<file path="config.mk">
export PLATFORM = sky130hd
export DESIGN_NAME = flash_bus_frontend
export DESIGN_NICKNAME = d
export VERILOG_FILES = /design/src/rtl/fbi_pkg.sv /design/src/rtl/fbi_ctrl.sv /design/src/rtl/fbi_dpath.sv /design/src/rtl/flash_bus_frontend.sv
export SDC_FILE = /design/constraint.sdc
export NUM_CORES = 1
export LEC_CHECK = 0
export ABC_AREA = 1
export ABC_CLOCK_PERIOD_IN_PS = 4070
export BUFFER_PORTS_ARGS = -buffer_cell sky130_fd_sc_hd__buf_2
export CAP_MARGIN = 20
export CORE_ASPECT_RATIO = 1.75
export CORE_MARGIN = 2
export CORE_UTILIZATION = 54
export CTS_CLUSTER_SIZE = 14
export DETAILED_ROUTE_END_ITERATION = 8
export PLACE_DENSITY = 0.9
export SYNTH_ARGS = -nofsm -noshare
export SYNTH_HDL_FRONTEND = slang
export SYNTH_SLANG_ARGS = --single-unit
</file>
<file path="constraint.sdc">
create_clock -name clk -period 4.07 [get_ports clk]
set_input_delay 0.407 -clock clk [delete_from_list [all_inputs] [get_ports clk]]
set_output_delay 0.407 -clock clk [all_outputs]
set_load 0.01 [all_outputs]
</file>
<file path="src/rtl/fbi_pkg.sv">
package fbi_pkg;
  typedef enum logic [2:0] {
    OP_RESET    = 3'd0,
    OP_STANDBY  = 3'd1,
    OP_OUTDIS   = 3'd2,
    OP_RD_ASYNC = 3'd3,
    OP_RD_SYNC  = 3'd4,
    OP_WRITE    = 3'd5
  } busOpE;

  typedef struct packed {
    logic addrPass;   // address flows straight through this cycle
    logic addrLoad;   // address register loads at the next edge
    logic wrCapture;  // write address and data are sampled
    logic cmdFire;    // write enable rise seen: issue command strobe
  } ctlStrobeS;
endpackage

</file>
<file path="src/rtl/fbi_ctrl.sv">
module fbi_ctrl
  import fbi_pkg::*;
#(
  parameter int LATENCY = 3
) (
  input  logic      clk,
  input  logic      rstN,
  input  logic      ceN,
  input  logic      oeN,
  input  logic      weN,
  input  logic      advN,
  input  logic      syncMode,
  output ctlStrobeS ctl,
  output busOpE     busOp,
  output logic      dqOe,
  output logic      waitOe,
  output logic      waitN
);
  localparam int CNT_W = $clog2(LATENCY + 1);

  logic             heldQ;
  logic             prevWriteQ;
  logic [CNT_W-1:0] cntQ;
  logic             isWrite;
  logic             isRead;
  logic             syncArmed;
  logic             syncCap;

  always_comb begin
    if (!rstN)                     busOp = OP_RESET;
    else if (ceN)                  busOp = OP_STANDBY;
    else if (!oeN && weN)          busOp = syncMode ? OP_RD_SYNC : OP_RD_ASYNC;
    else if (oeN && !weN && !advN) busOp = OP_WRITE;
    else                           busOp = OP_OUTDIS;
  end

  assign isWrite   = (busOp == OP_WRITE);
  assign isRead    = (busOp == OP_RD_ASYNC) || (busOp == OP_RD_SYNC);
  assign syncArmed = rstN && syncMode && !ceN && weN;
  assign syncCap   = syncArmed && !advN && !heldQ;

  always_comb begin
    ctl.addrPass  = rstN && !advN && (!syncMode || isWrite);
    ctl.addrLoad  = ctl.addrPass || syncCap;
    ctl.wrCapture = isWrite;
    ctl.cmdFire   = rstN && prevWriteQ && weN;
  end

  always_ff @(posedge clk or negedge rstN) begin
    if (!rstN) begin
      heldQ      <= 1'b0;
      prevWriteQ <= 1'b0;
      cntQ       <= '0;
    end else begin
      prevWriteQ <= isWrite;
      if (advN || ceN || !syncMode) heldQ <= 1'b0;
      else if (syncCap)             heldQ <= 1'b1;
      if (!syncMode || ceN)  cntQ <= '0;
      else if (syncCap)      cntQ <= CNT_W'(LATENCY);
      else if (cntQ != '0)   cntQ <= cntQ - 1'b1;
    end
  end

  assign dqOe   = isRead;
  assign waitOe = isRead;
  assign waitN  = (busOp == OP_RD_ASYNC) ? 1'b1 : (cntQ == '0);

  AST_IDLE_HIZ: assert property (@(posedge clk) disable iff (!rstN)
    (ceN || (oeN && weN)) |-> (!dqOe && !waitOe));
  AST_WAIT_ASYNC: assert property (@(posedge clk) disable iff (!rstN)
    (!syncMode && !ceN && !oeN && weN) |-> (waitOe && waitN));
endmodule

</file>
<file path="src/rtl/fbi_dpath.sv">
module fbi_dpath
  import fbi_pkg::*;
#(
  parameter int ADDR_W   = 16,
  parameter int DATA_W   = 16,
  parameter int OFFSET_W = 12
) (
  input  logic                   clk,
  input  logic                   rstN,
  input  ctlStrobeS              ctl,
  input  logic                   dqOe,
  input  logic [ADDR_W-1:0]      addrIn,
  input  logic [DATA_W-1:0]      dqIn,
  input  logic [DATA_W-1:0]      rdData,
  output logic [ADDR_W-1:0]      addrOut,
  output logic [ADDR_W-OFFSET_W-1:0] blockOut,
  output logic [DATA_W-1:0]      dqOut,
  output logic                   cmdStb,
  output logic [ADDR_W-1:0]      cmdAddr,
  output logic [DATA_W-1:0]      cmdData
);
  logic [ADDR_W-1:0] addrQ;
  logic [ADDR_W-1:0] wrAddrQ;
  logic [DATA_W-1:0] wrDataQ;

  assign addrOut = ctl.addrPass ? addrIn : addrQ;

  generate
    if (OFFSET_W > 0) begin : gBlk
      assign blockOut = addrOut[ADDR_W-1:OFFSET_W];
    end else begin : gNoOff
      assign blockOut = addrOut;
    end
  endgenerate

  assign dqOut = dqOe ? rdData : '0;

  always_ff @(posedge clk or negedge rstN) begin
    if (!rstN) begin
      addrQ   <= '0;
      wrAddrQ <= '0;
      wrDataQ <= '0;
      cmdStb  <= 1'b0;
      cmdAddr <= '0;
      cmdData <= '0;
    end else begin
      if (ctl.addrLoad) addrQ <= addrIn;
      if (ctl.wrCapture) begin
        wrAddrQ <= addrOut;
        wrDataQ <= dqIn;
      end
      cmdStb <= ctl.cmdFire;
      if (ctl.cmdFire) begin
        cmdAddr <= wrAddrQ;
        cmdData <= wrDataQ;
      end
    end
  end

  AST_STB_PULSE: assert property (@(posedge clk) disable iff (!rstN)
    cmdStb |=> !cmdStb);
endmodule

</file>
<file path="src/rtl/flash_bus_frontend.sv">
module flash_bus_frontend
  import fbi_pkg::*;
#(
  parameter int ADDR_W   = 16,
  parameter int DATA_W   = 16,
  parameter int OFFSET_W = 12,
  parameter int LATENCY  = 3
) (
  input  logic                       clk,
  input  logic                       rstN,
  input  logic                       ceN,
  input  logic                       oeN,
  input  logic                       weN,
  input  logic                       advN,
  input  logic                       syncMode,
  input  logic [ADDR_W-1:0]          addrIn,
  input  logic [DATA_W-1:0]          dqIn,
  input  logic [DATA_W-1:0]          rdData,
  output logic [2:0]                 busOp,
  output logic [ADDR_W-1:0]          addrOut,
  output logic [ADDR_W-OFFSET_W-1:0] blockOut,
  output logic [DATA_W-1:0]          dqOut,
  output logic                       dqOe,
  output logic                       waitN,
  output logic                       waitOe,
  output logic                       cmdStb,
  output logic [ADDR_W-1:0]          cmdAddr,
  output logic [DATA_W-1:0]          cmdData
);
  ctlStrobeS ctl;
  busOpE     opE;
  logic      armedNow;

  fbi_ctrl #(.LATENCY(LATENCY)) uCtrl (
    .clk(clk), .rstN(rstN), .ceN(ceN), .oeN(oeN), .weN(weN),
    .advN(advN), .syncMode(syncMode), .ctl(ctl), .busOp(opE),
    .dqOe(dqOe), .waitOe(waitOe), .waitN(waitN)
  );

  fbi_dpath #(.ADDR_W(ADDR_W), .DATA_W(DATA_W), .OFFSET_W(OFFSET_W)) uDpath (
    .clk(clk), .rstN(rstN), .ctl(ctl), .dqOe(dqOe), .addrIn(addrIn),
    .dqIn(dqIn), .rdData(rdData), .addrOut(addrOut), .blockOut(blockOut),
    .dqOut(dqOut), .cmdStb(cmdStb), .cmdAddr(cmdAddr), .cmdData(cmdData)
  );

  assign busOp    = opE;
  assign armedNow = rstN && syncMode && !ceN && weN && !advN;

  AST_SYNC_HOLD: assert property (@(posedge clk) disable iff (!rstN)
    (armedNow && $past(armedNow) && $past(armedNow, 2)) |-> $stable(addrOut));
  AST_STB_ORIGIN: assert property (@(posedge clk) disable iff (!rstN)
    cmdStb |-> ($past(busOp, 2) == 3'd5));
endmodule

</file>
==> reports/metrics.csv <==
metric,value,unit
status,completed,
Total Wirelength,9.72,mm
Worst-Skew Late Latency,0.34,ns
Gate Count Post-Synth,473,
RSZ-0062 raised after global routing,false,
clock slew at reported path FFs,0.05,ns
Vias,3489,
share of cells above drive strength 1,25.7,%
setup ws final,1.12,ns
post-DP HPWL,6.60,mm
TritonRoute pass-1 iters,5,
chip height,116,um
GRT Residual Overflow,0,
Tightest Hold Check Type,input pin to flip-flop,
largest stage delay on the critical path,0.52,ns
final hold vios,0,
maximum vdd drop,0.254,mV
placed insts,664,
sequential-to-total area share from yosys stat,55.1,%
Routed Antenna Nets,0,
# clock sinks,85,
fill cell count,539,
mean routed wirelength per cell,14.3,um
mean area per synthesized cell,8.17,um2
Rows,40,
Clock Tree Buf Depth,2,
Yosys warnings,0,
fin crit share,72.4,%
cell class contributing the biggest share of worst-path delay,simple AND/OR/NAND/NOR gates,
Synth Cell Area,3860,um2
Remaining DRCs,0,
Setup TNS,0,ns
Final #Nets,649,
CP endpoint kind,primary output,
largest net degree at the start of global routing,88,
CP Data Required Time,3.66,ns
Area growth syn-to-layout,23.6,%
chip width,67.9,um
global-route wire length before repair,15.4,mm
initial DRC count,279,
GRT Overall Usage,26.0,%
"Max FO, Critical Path",19,
"Arr. time, crit path",2.54,ns
Final GP Congestion,0.886,
Lkg Pwr,2.84,nW
# setup viols final,0,
most frequent CP cell,nand2_4,
setup bufs post-CTS,0,
CTS Buf Count,9,
minimum clock period,2.95,ns
I/O pins,130,
Max Clk Rate,339,MHz
Initial Util,55.9,%
CTS root buf,clkbuf_16,
Multi-input gate area,1310,um2
Tot Pwr,0.00218,W
PD cells,457,nW/um2
highest-delay cell along the critical path,dlygate4sd3_1,
Worst Setup Start Kind,input pin,
clock skew,0.00527,ns
FF+latch area,2130,um2
Slew @ Worst Pin,0.817,ns
buffer and inverter count on the worst path,4,
Max Cap Violations,0,
die area,7870,um2
initial antenna violation count,0,
Slew headroom,45.5,%
Placed Area,4490,um2
crit-path cells,dlygate4sd3_1 > buf_4 > inv_1 > nor2_1 > nand3_4 > nand2_4 > nand2_4 > nand2_1 > and2_1 > buf_2,
Core ar.,6910,um2
Post-Syn Nets,529,
number of global-route vias before repair,3458,
DP Worst Slack,1.44,ns
Layout Cells excl Fill,680,
"Worst Path Class, Setup",input pin to primary output,
htree depth,3,
Final Slew Violations,0,
"Distinct cells, synth",24,
port buffer count,129,
vias per cell,5.13,
#FFs+latches synth,85,
design area,4770,um2
antenna cells,0,
TritonCTS clock tree,built,
layer usage:
layer	up-vias	part of all wire, %	GRT usage [%]
met3	34	4.6	5.44
met2	127	54	44.7
met5	-	0	0
li1	1674	-	-
met4	0	4.2	14.5
met1	1654	37	29.1
layout make-up:
type                       count  share of cell area (%)
sequential                    85                    44.6
multi-input combinational    288                    27.4
inverter                      76                    5.98
timing repair buffer         133                    14.7
clock inverter                 3                   0.315
clock buffer                  11                    4.88
tap                           84                    2.20
state kept, by name, indices dropped and copies added, names as in the netlist:
| register | cells |
|---|---|
| uCtrl.cntQ | 2 |
| uCtrl.heldQ | 1 |
| uCtrl.prevWriteQ | 1 |
| uDpath.addrQ | 16 |
| uDpath.cmdAddr | 16 |
| uDpath.cmdData | 16 |
| uDpath.cmdStb | 1 |
| uDpath.wrAddrQ | 16 |
| uDpath.wrDataQ | 16 |
cells in the mapped netlist:
library cell / count / area [um2]
nand2_1: 155 / 582
dfrtp_1: 85 / 2130
inv_1: 74 / 278
nand3_1: 36 / 180
o21ai_0: 32 / 160
nor2_1: 19 / 71.3
o21ai_1: 19 / 95.1
and2_1: 16 / 100
buf_4: 8 / 60.1
clkbuf_1: 8 / 30.0
buf_2: 4 / 20.0
buf_6: 3 / 33.8
nand2_4: 3 / 33.8
a21boi_0: 1 / 7.51
buf_1: 1 / 3.75
clkinv_1: 1 / 3.75
ha_1: 1 / 12.5
inv_2: 1 / 3.75
nand2_2: 1 / 6.26
nand3_4: 1 / 17.5
nand4_1: 1 / 6.26
nor2_4: 1 / 11.3
nor3_2: 1 / 10.0
o41ai_1: 1 / 8.76
worst paths after layout:
kind | slack (ns) | to | depth (start not counted) | startpoint
min reg2reg | 0.47 | uDpath.cmdAddr[9] | 2 | uDpath.wrAddrQ[9]
max | 1.12 | addrOut[12] | 10 | rstN
max reg2reg | 2.57 | uDpath.cmdAddr[2] | 4 | uCtrl.prevWriteQ
min | 0.29 | uDpath.wrDataQ[3] | 3 | dqIn[3]
max in group asynchronous | 2.94 | uDpath.wrAddrQ[7] | 4 | rstN
min in group asynchronous | 0.54 | uDpath.wrAddrQ[4] | 3 | rstN
per-stage QoR:
| stage | utilization, % | hold WS [ns] |
|---|---|---|
| 4_1_cts | 68.6 | 0.282 |
| 3_3_place_gp | 65.0 | 0.452 |
| 5_1_grt | 69.1 | 0.300 |
| 3_5_place_dp | 65.0 | 0.457 |
| 2_1_floorplan | - | 0.111 |
| 6_report | 69.1 | 0.290 |
repair_timing:
action / in CTS / in global routing
hold buffers: 0 / 1
endpoints found under the setup margin: 0 / 0
hold endpoints to repair: 0 / 2
resized for setup: 0 / 0
worst min-delay path, stage by stage:
cell and delay, ns:
buf_2 0.08, nand2_1 0.04, o21ai_0 0.06
cell usage in the layout (no fill, tap or decap), drive strengths merged:
cell	n
o21ai	51
nor2	20
o41ai	1
ha	1
clkinv	4
clkbuf	11
inv	75
nand4	1
nand2	159
buf	132
and2	16
nor3	1
dfrtp	85
a21boi	1
dlygate4sd3	1
nand3	37
power by group:
part / internal (W) / switching, W / total [W]
sequential: 0.000991 / 0.0000624 / 0.00105
clock: 0.000403 / 0.000305 / 0.000708
combinational: 0.000167 / 0.000252 / 0.000419
total: 0.00156 / 0.000620 / 0.00218
cells by family (layout without fill, tap and decap cells):
family / after synthesis / in the layout / synth area share (%)
buf+inv: 100 / 223 / 11.2
compound gates: 53 / 53 / 7.03
simple gates: 234 / 234 / 26.4
fa+ha+maj: 1 / 1 / 0.324
flops: 85 / 85 / 55.1
No activity file was read; power rests on OpenSTA's default activity.
